File: config.mk
export PLATFORM = sky130hd
export DESIGN_NAME = pwm4_coded
export DESIGN_NICKNAME = d
export VERILOG_FILES = /design/src/rtl/pwm4_pkg.sv /design/src/rtl/pwm4_rate_accum.sv /design/src/rtl/pwm4_channel.sv /design/src/rtl/pwm4_coded.sv
export SDC_FILE = /design/constraint.sdc
export NUM_CORES = 1
export LEC_CHECK = 0
export BUFFER_PORTS_ARGS = -buffer_cell sky130_fd_sc_hd__buf_2
export CAP_MARGIN = 20
export CELL_PAD_IN_SITES_DETAIL_PLACEMENT = 2
export CELL_PAD_IN_SITES_GLOBAL_PLACEMENT = 2
export CORE_MARGIN = 3
export CORE_UTILIZATION = 37
export DETAILED_ROUTE_END_ITERATION = 8
export PLACE_DENSITY = 0.86
export SYNTH_ARGS = -nofsm -noshare
export SYNTH_HDL_FRONTEND = slang
export SYNTH_HIERARCHICAL = 1
export SYNTH_SLANG_ARGS = --single-unit
File: constraint.sdc
create_clock -name clk -period 3.8 [get_ports clk]
set_input_delay 0.38 -clock clk [delete_from_list [all_inputs] [get_ports clk]]
set_output_delay 0.38 -clock clk [all_outputs]
set_load 0.005 [all_outputs]
File: src/rtl/pwm4_pkg.sv
package pwm4_pkg;
    typedef enum logic {
        CH_OFF = 1'b0,
        CH_RUN = 1'b1
    } ch_state_e;
endpackage

File: src/rtl/pwm4_rate_accum.sv
module pwm4_rate_accum #(
    parameter int CNT_W  = 6,
    parameter int STEP_W = 2
) (
    input  logic                    clk,
    input  logic                    rst_n,
    input  logic                    hold,
    input  logic                    tick,
    input  logic [STEP_W+CNT_W-1:0] code,
    output logic                    slot_tick
);
    localparam int STEP_N    = 1 << STEP_W;
    localparam int SHIFT_MAX = 2 * (STEP_N - 1);
    localparam int MOD       = (1 << CNT_W) << SHIFT_MAX;
    localparam int ACC_W     = CNT_W + SHIFT_MAX + 1;

    logic [STEP_W-1:0] step;
    logic [ACC_W-1:0]  mult;
    logic [ACC_W-1:0]  inc;
    logic [ACC_W-1:0]  acc_q;
    logic [ACC_W-1:0]  sum;
    logic              wrap;

    assign step = code[STEP_W+CNT_W-1:CNT_W];

    always_comb begin
        mult      = ACC_W'(code[CNT_W-1:0]) + ACC_W'(1);
        inc       = mult << {step, 1'b0};
        sum       = acc_q + inc;
        wrap      = (sum >= ACC_W'(MOD));
        slot_tick = tick & wrap & ~hold;
    end

    always_ff @(posedge clk or negedge rst_n) begin
        if (!rst_n) begin
            acc_q <= '0;
        end else if (hold) begin
            acc_q <= '0;
        end else if (tick) begin
            acc_q <= wrap ? (sum - ACC_W'(MOD)) : sum;
        end
    end
endmodule

File: src/rtl/pwm4_channel.sv
module pwm4_channel
    import pwm4_pkg::*;
#(
    parameter int SLOT_W = 8
) (
    input  logic              clk,
    input  logic              rst_n,
    input  logic              run_req,
    input  logic              slot_tick,
    input  logic [SLOT_W-1:0] duty,
    input  logic              pol,
    output logic              hold,
    output logic              pwm,
    output logic              start
);
    ch_state_e         state_q, state_d;
    logic [SLOT_W-1:0] slot_q;
    logic              start_q;

    // next-state logic: start and stop transitions
    always_comb begin
        state_d = state_q;
        unique case (state_q)
            CH_OFF: if (run_req)  state_d = CH_RUN;
            CH_RUN: if (!run_req) state_d = CH_OFF;
        endcase
    end

    always_ff @(posedge clk or negedge rst_n) begin
        if (!rst_n) state_q <= CH_OFF;
        else        state_q <= state_d;
    end

    // slot counter and strobe register
    always_ff @(posedge clk or negedge rst_n) begin
        if (!rst_n) begin
            slot_q  <= '0;
            start_q <= 1'b0;
        end else begin
            start_q <= 1'b0;
            unique case (state_q)
                CH_OFF: begin
                    slot_q  <= '0;
                    start_q <= run_req;
                end
                CH_RUN: begin
                    if (!run_req) begin
                        slot_q <= '0;
                    end else if (slot_tick) begin
                        slot_q  <= slot_q + 1'b1;
                        start_q <= (slot_q == '1);
                    end
                end
            endcase
        end
    end

    // outputs
    always_comb begin
        hold  = (state_q != CH_RUN);
        pwm   = (state_q == CH_RUN) & run_req & ((slot_q <= duty) ^ pol);
        start = start_q;
    end
endmodule

File: src/rtl/pwm4_coded.sv
module pwm4_coded #(
    parameter  int CHANNELS = 4,
    parameter  int CNT_W    = 6,
    parameter  int STEP_W   = 2,
    parameter  int SLOT_W   = 8,
    localparam int FREQ_W   = STEP_W + CNT_W,
    localparam int POL_LSB  = 2,
    localparam int EN_LSB   = 4,
    localparam int REG_W    = EN_LSB + CHANNELS
) (
    input  logic                       clk,
    input  logic                       rst_n,
    input  logic                       mode_normal,
    input  logic                       tick_en,
    input  logic [CHANNELS*FREQ_W-1:0] freq_codes,
    input  logic [CHANNELS*SLOT_W-1:0] duty_codes,
    input  logic [REG_W-1:0]           pol_reg,
    input  logic [REG_W-1:0]           en_reg,
    output logic [CHANNELS-1:0]        pwm_out,
    output logic [CHANNELS-1:0]        period_start
);
    logic unused_cfg_bits;
    assign unused_cfg_bits = ^{pol_reg[POL_LSB-1:0],
                               pol_reg[REG_W-1:POL_LSB+CHANNELS],
                               en_reg[EN_LSB-1:0]};

    for (genvar i = 0; i < CHANNELS; i++) begin : g_ch
        logic run_req;
        logic hold;
        logic slot_tick;

        assign run_req = en_reg[EN_LSB+i] & mode_normal;

        pwm4_rate_accum #(
            .CNT_W  (CNT_W),
            .STEP_W (STEP_W)
        ) u_accum (
            .clk       (clk),
            .rst_n     (rst_n),
            .hold      (hold),
            .tick      (tick_en),
            .code      (freq_codes[i*FREQ_W +: FREQ_W]),
            .slot_tick (slot_tick)
        );

        pwm4_channel #(
            .SLOT_W (SLOT_W)
        ) u_chan (
            .clk       (clk),
            .rst_n     (rst_n),
            .run_req   (run_req),
            .slot_tick (slot_tick),
            .duty      (duty_codes[i*SLOT_W +: SLOT_W]),
            .pol       (pol_reg[POL_LSB+i]),
            .hold      (hold),
            .pwm       (pwm_out[i]),
            .start     (period_start[i])
        );
    end
endmodule

==> metrics, run 1 <==
run status=finished clean; total power=2.66 mW; Power Dens Cells=282 nW/um^2; vias per cell=5.75; GRT met3 Usage=2.68%; vias post-DR=7797; EDFF count, synth=0; antenna-violating nets left=0; post-cts resize count=0; initial antenna violation count=1; TNS Setup=0 ps; clock sink total=92; core area=22100 um^2; Yosys reg bits=92; gr ovfl total=0; Area growth syn-to-layout=12.3%; # Post-CTS Setup Buffers=0; DRC Markers=0; Fillers=2537; latest clock arrival within the worst-skew pair=360 ps; mux share of post-synthesis cell area=3.45%; routability cong.=0.808; area taken by multi-input logic gates=5710 um^2; Die H=157 um; largest family of logic cells by synthesized area=simple AND/OR/NAND/NOR gates; CTS clk-pin slew, worst paths=70 ps; Clock Skew=13.6 ps; Crit. End Element=flop; share of async-settable or async-resettable flops after synthesis=100%; worst hold margin=68.7 ps; synthesized area per cell=8.48 um^2; M1 GR Usage=27.9%; Synth Instances=993; Core Rows=54; CP startpoint kind=input port; WL per Instance=20.0 um; post-layout instance count excluding filler cells=1356; IO buf count=83; die area=24600 um^2; part of the cycle the worst path needs=92.7%; NumNets Final=1252; met2 Use GR=41.4%; vias in the first global route=8747; post-synth cell types=56; CTS tree=built; die width=157 um; htree depth=3; RSZ-0062 raised after global routing=no; cts bufs inserted=9; worst path required time=4020 ps; Lkg Pwr=4.67 nW; max frequency=284 MHz; Synth Area in XOR/XNOR=6.66%; YS warnings=6; Synth Area in Simple Gates=22.2%; area share of fa/ha/maj cells after synthesis=14.6%; CTS max path bufs=2; Cell Area, Synth=8420 um^2; grt peak-use layer=met2; Ant. Diodes=0; Hold-fix buffers, CTS=0; WS Path Type=in -> reg; DR iter-0 viols=402; placed cell count=1341; Initial Utilization=38.1%; global-route wire length before repair=44900 um; final-report max-slew violation count=0; sequential area share after synthesis=27.4%; max_slew headroom=51.7%; Setup-failing EPs final=0; DP HPWL=20600 um; GR Util All Layers=22.5%; Critical Path AT=3750 ps; complex-gate fraction of the synthesized area=20.8%; top_reg_cell synth=dfrtp_1; Boundary Pins=92; VDD IR max=174 uV; routed wire length=27200 um; root buf cell=clkbuf_16; register area=2300 um^2; Mapped Nets=1173; share of layout cells above drive strength 1=15.7%; Fin. Hold Viols=0; Worst Tran Pin Value=724 ps; maxcap violations=0; min Tclk post-route=3520 ps; First-pass DRT Iterations=4; Hold Crit Class=in -> async; largest net degree at the start of global routing=52; Max FO, Critical Path=5
[kinds of logic after synthesis]
logic type,Yosys count
AO/OA/AOI/OAI,252
adder cells (fa/ha/maj),96
XOR/XNOR,64
flip-flops,92
AND/OR/NAND/NOR,364
buffers and inverters,96
multiplexers,29
[Yosys cell counts, types with 24 or more instances]
cell     instances  area [um^2]
ha_1            92         1150
nand3_1         24          120
nor2_1         121          454
dfrtp_1         92         2300
o21ai_0         31          155
xnor2_1         28          245
xor2_1          36          315
inv_1           65          244
nand2_1         66          248
a21oi_1         70          350
and3_1          24          150
nand4_1         24          150
or3_1           28          175
mux2i_1         29          290
[cells in the final DEF, fill, tap and decap left out, drive strengths merged, types with 10 or more instances in the layout]
| cell type | instances |
|---|---|
| buf | 95 |
| clkbuf | 10 |
| xor2 | 36 |
| and3 | 36 |
| xnor2 | 28 |
| inv | 70 |
| nand3 | 24 |
| mux2i | 29 |
| a21oi | 78 |
| dfrtp | 92 |
| a211oi | 12 |
| nand2b | 16 |
| o21ai | 51 |
| nand4 | 28 |
| o211ai | 16 |
| or3 | 28 |
| nor2 | 124 |
| and2 | 16 |
| a21o | 16 |
| nand2 | 66 |
| ha | 92 |
[sequential cells by signal, indices dropped and copies added, names as in the netlist]
register	flops
g_ch.u_chan/slot_q	32
g_ch.u_accum/acc_q	52
g_ch.u_chan/state_q	4
g_ch.u_chan/start	4
[routing by layer]
layer,routed length [um],share of wire (%),vias up
met1,12000,44,3959
li1,-,-,3717
met3,661,2.4,27
met2,14100,52,92
met5,13,0.048,-
met4,365,1.3,2
[where the power goes]
group | total [mW] | switching, mW | internal, mW
combinational | 0.611 | 0.380 | 0.230
sequential | 1.02 | 0.0168 | 1.00
clock | 1.03 | 0.438 | 0.597
total | 2.66 | 0.835 | 1.83
[through the flow]
stage	util, %	area, um^2	setup slack [ps]
after floorplan	-	8420	337
after global placement	41.3	9120	87.1
after detailed placement	41.3	9120	-41.8
after CTS	42.8	9450	236
after global routing	42.8	9450	2.70
final	42.8	9450	278
[worst max-delay path: stages]
cell,delay [ps]
buf_2,130
ha_1,230
and4_1,250
a21oi_1,140
nor2_1,60
a221oi_1,310
ha_1,350
o21ai_1,130
a21oi_2,60
o31a_1,270
o41ai_2,250
mux2i_1,340
and3_4,240
and3_4,200
nand4_2,100
xor2_1,210
nor2_1,80
[area by class of cell]
cell class                 instances  share of cell area, %
multi-input combinational        805                   60.4
sequential                        92                   24.4
timing repair buffer              95                   5.37
tap                              280                   3.71
inverter                          69                   2.74
clock buffer                      10                   2.53
clock inverter                     5                  0.900
[final timing paths]
| check | startpoint | end | slack [ps] | depth (start not counted) |
|---|---|---|---|---|
| min in group clk | en_reg[5] | g_ch[1].u_chan/state_q$_DFF_PN0_ | 280 | 2 |
| setup reg to reg | g_ch[3].u_accum/acc_q[0]$_DFFE_PN0P_ | g_ch[3].u_chan/slot_q[7]$_DFFE_PN0P_ | 810 | 13 |
| max in group asynchronous | rst_n | g_ch[3].u_accum/acc_q[5]$_DFFE_PN0P_ | 2900 | 2 |
| setup / recovery | freq_codes[24] | g_ch[3].u_chan/slot_q[7]$_DFFE_PN0P_ | 280 | 17 |
| hold / removal | rst_n | g_ch[0].u_chan/state_q$_DFF_PN0_ | 70 | 1 |
| hold reg to reg | g_ch[1].u_chan/state_q$_DFF_PN0_ | g_ch[1].u_chan/start$_DFF_PN0_ | 510 | 1 |
(Power assumes the default switching activity.)
==> run 2, diff against run 1 <==
Settings changed: CORE_UTILIZATION 37 to 33, PLACE_DENSITY 0.86 to 0.82.
Clock period 3.8 ns to 3.1 ns, I/O delays scaled along.
==> run 2 against run 1 <==
The run now ends with negative setup slack left. Clock power increased by 32%. Sequential cell count unchanged. Utilization grew 5.0 points. Combinational power increased by 110%. Hold slack better by 160 ps. Via count up 25%. Largest cell class unchanged. Largest power group unchanged.
==> metrics, run 2 (same netlist as run 1, synthesis figures left out) <==
GR Util All Layers=28.3%; vias post-DR=9710; CP startpoint kind=input port; run status=finished with violations; First-pass DRT Iterations=5; commonest non-fill, non-tap cells in the layout=buf_4, nor2_1, dfrtp_1; FF-to-FF path depth=13; register area=2300 um^2; WL per Instance=30.2 um; Top reg by flops=g_ch.u_accum/acc_q; latest clock arrival within the worst-skew pair=360 ps; cell mode on critical path=and3_4; Fin. Hold Viols=0; max_slew headroom=52.1%; Hold Crit Class=in -> reg; Initial Utilization=34.1%; DP Worst Slack=-508 ps; gr ovfl total=0; worst path required time=3370 ps; CP Cell Sequence=buf_8 > ha_4 > nand3_2 > a21oi_4 > nor2_2 > a221oi_2 > ha_1 > o21ai_2 > a21oi_2 > o31a_1 > o41ai_4 > mux2i_2 > and3_4 > and3_4 > nand4_4 > xor2_1 > nor2_1; share of layout cells above drive strength 1=36.1%; Critical Path AT=3720 ps; Reg power frac=32.3%; min Tclk post-route=3460 ps; CP bufs+invs=1; IO buf count=83; VDD IR max=255 uV; Core Rows=57; vias in the first global route=10600; core area=24700 um^2; worst r2r dst=g_ch[0].u_chan/slot_q[7]$_DFFE_PN0P_; die width=166 um; switch share=34.5%; post-layout instance count excluding filler cells=1578; Power Dens Cells=330 nW/um^2; reg-to-reg startpoint=g_ch[0].u_accum/acc_q[0]$_DFFE_PN0P_; DR iter-0 viols=741; net switching power=1.34 mW; Lkg Pwr=5.75 nW; Boundary Pins=92; CTS max path bufs=2; Clk pwr share=35.1%; Int Power=2.54 mW; root buf cell=clkbuf_16; DP HPWL=24400 um; end point of the critical path=g_ch[2].u_chan/slot_q[7]$_DFFE_PN0P_; Crit. End Element=flop; vias per cell=6.15; commonest non-fill, non-tap cell in the layout=buf_4; Top Registers=g_ch.u_accum/acc_q (52), g_ch.u_chan/slot_q (32); Fillers=2670; Slowest Stage Delay on Critical Path=430 ps; TNS Setup=-3270 ps; die area=27500 um^2; Setup crit start=freq_codes[17]; NumNets Final=1429; Die H=166 um; Max FO, Critical Path=3; initial antenna violation count=1; RSZ-0062 raised after global routing=yes; largest net degree at the start of global routing=49; Area growth syn-to-layout=40.0%; worst hold margin=224 ps; Ant. Diodes=0; Worst Tran Pin Value=718 ps; Crit path depth=17; max FFs per register=52; slowest cell on the critical path=o41ai_4; CTS tree=built; routability cong.=0.811; htree depth=3; final-report max-slew violation count=0; Reg2Reg Setup Slack=-170 ps; max frequency=289 MHz; global-route wire length before repair=62400 um; clock sink total=92; Clock Skew=7.87 ps; crit-path leading delay family=compound AO/OA/AOI/OAI gates; DRC Markers=0; WS Path Type=in -> reg; CTS clk-pin slew, worst paths=80 ps; antenna-violating nets left=0; Setup-failing EPs final=24; part of the cycle the worst path needs=111%; Logic pwr share=32.6%; maxcap violations=0; area taken by multi-input logic gates=6520 um^2; cts bufs inserted=9; worst setup margin=-356 ps; routed wire length=47600 um; violated checks=negative setup slack; placed cell count=1527
==> run 2: worst reg2reg max path: cells and delay by family, from the launching register on <==
| kind | cells | cell delay (ps) |
|---|---|---|
| compound gates | 3 | 800 |
| fa+ha+maj | 2 | 440 |
| mux | 1 | 290 |
| simple gates | 5 | 950 |
| buf+inv | 1 | 70 |
| xor+xnor | 1 | 180 |
| flops | 1 | 440 |
==> run 2: power groups by stage <==
stage	combinational [mW]	clock, mW	sequential (mW)
2_1_floorplan	0.514	0	1.26
3_3_place_gp	0.879	0	1.27
3_5_place_dp	0.948	0	1.27
4_1_cts	1.04	1.36	1.25
5_1_grt	1.33	1.42	1.26
6_report	1.26	1.36	1.25
==> run 2: metrics by stage <==
step	power, mW	area [um^2]	utilization, %
5_1_grt	4.01	11800	47.7
3_5_place_dp	2.22	10400	42.0
6_report	3.88	11800	47.7
4_1_cts	3.64	11100	44.9
2_1_floorplan	1.78	8560	-
3_3_place_gp	2.15	10400	42.0
==> run 2: worst min path at each step <==
stage	start	end	slack (ps)	cells past startpoint
floorplan	rst_n	g_ch[0].u_accum/acc_q[0]$_DFFE_PN0P_	10	0
global placement	rst_n	g_ch[2].u_accum/acc_q[3]$_DFFE_PN0P_	390	1
detailed placement	rst_n	g_ch[2].u_accum/acc_q[3]$_DFFE_PN0P_	390	1
CTS	en_reg[7]	g_ch[3].u_chan/state_q$_DFF_PN0_	210	2
global route	en_reg[7]	g_ch[3].u_chan/state_q$_DFF_PN0_	250	2
finish	en_reg[7]	g_ch[3].u_chan/state_q$_DFF_PN0_	220	2
==> run 2: per-layer routing <==
metal / wire length, um / GRT usage (%) / part of all wire (%) / vias to the layer above
li1: - / - / - / 4076
met1: 17900 / 31.6 / 38 / 5025
met2: 24900 / 53.5 / 52 / 420
met3: 2210 / 4.65 / 4.6 / 189
met4: 2620 / 11.0 / 5.5 / 0
met5: 0 / 0 / 0 / -
==> run 2: what timing repair did <==
| item | 4_1_cts | 5_1_grt |
|---|---|---|
| hold buffers | 1 | 0 |
| gates resized for setup | 54 | 105 |
| pin swaps | 39 | 63 |
| endpoints found under the hold margin | 2 | 0 |
| buffers inserted | 17 | 20 |
| endpoints found under the setup margin | 15 | 34 |
==> run 2: cell type report <==
class / count / area share, %
timing repair buffer: 272 / 16.6
clock buffer: 10 / 1.94
clock inverter: 6 / 0.956
sequential: 92 / 19.5
multi-input combinational: 805 / 55.3
inverter: 69 / 2.20
tap: 324 / 3.44
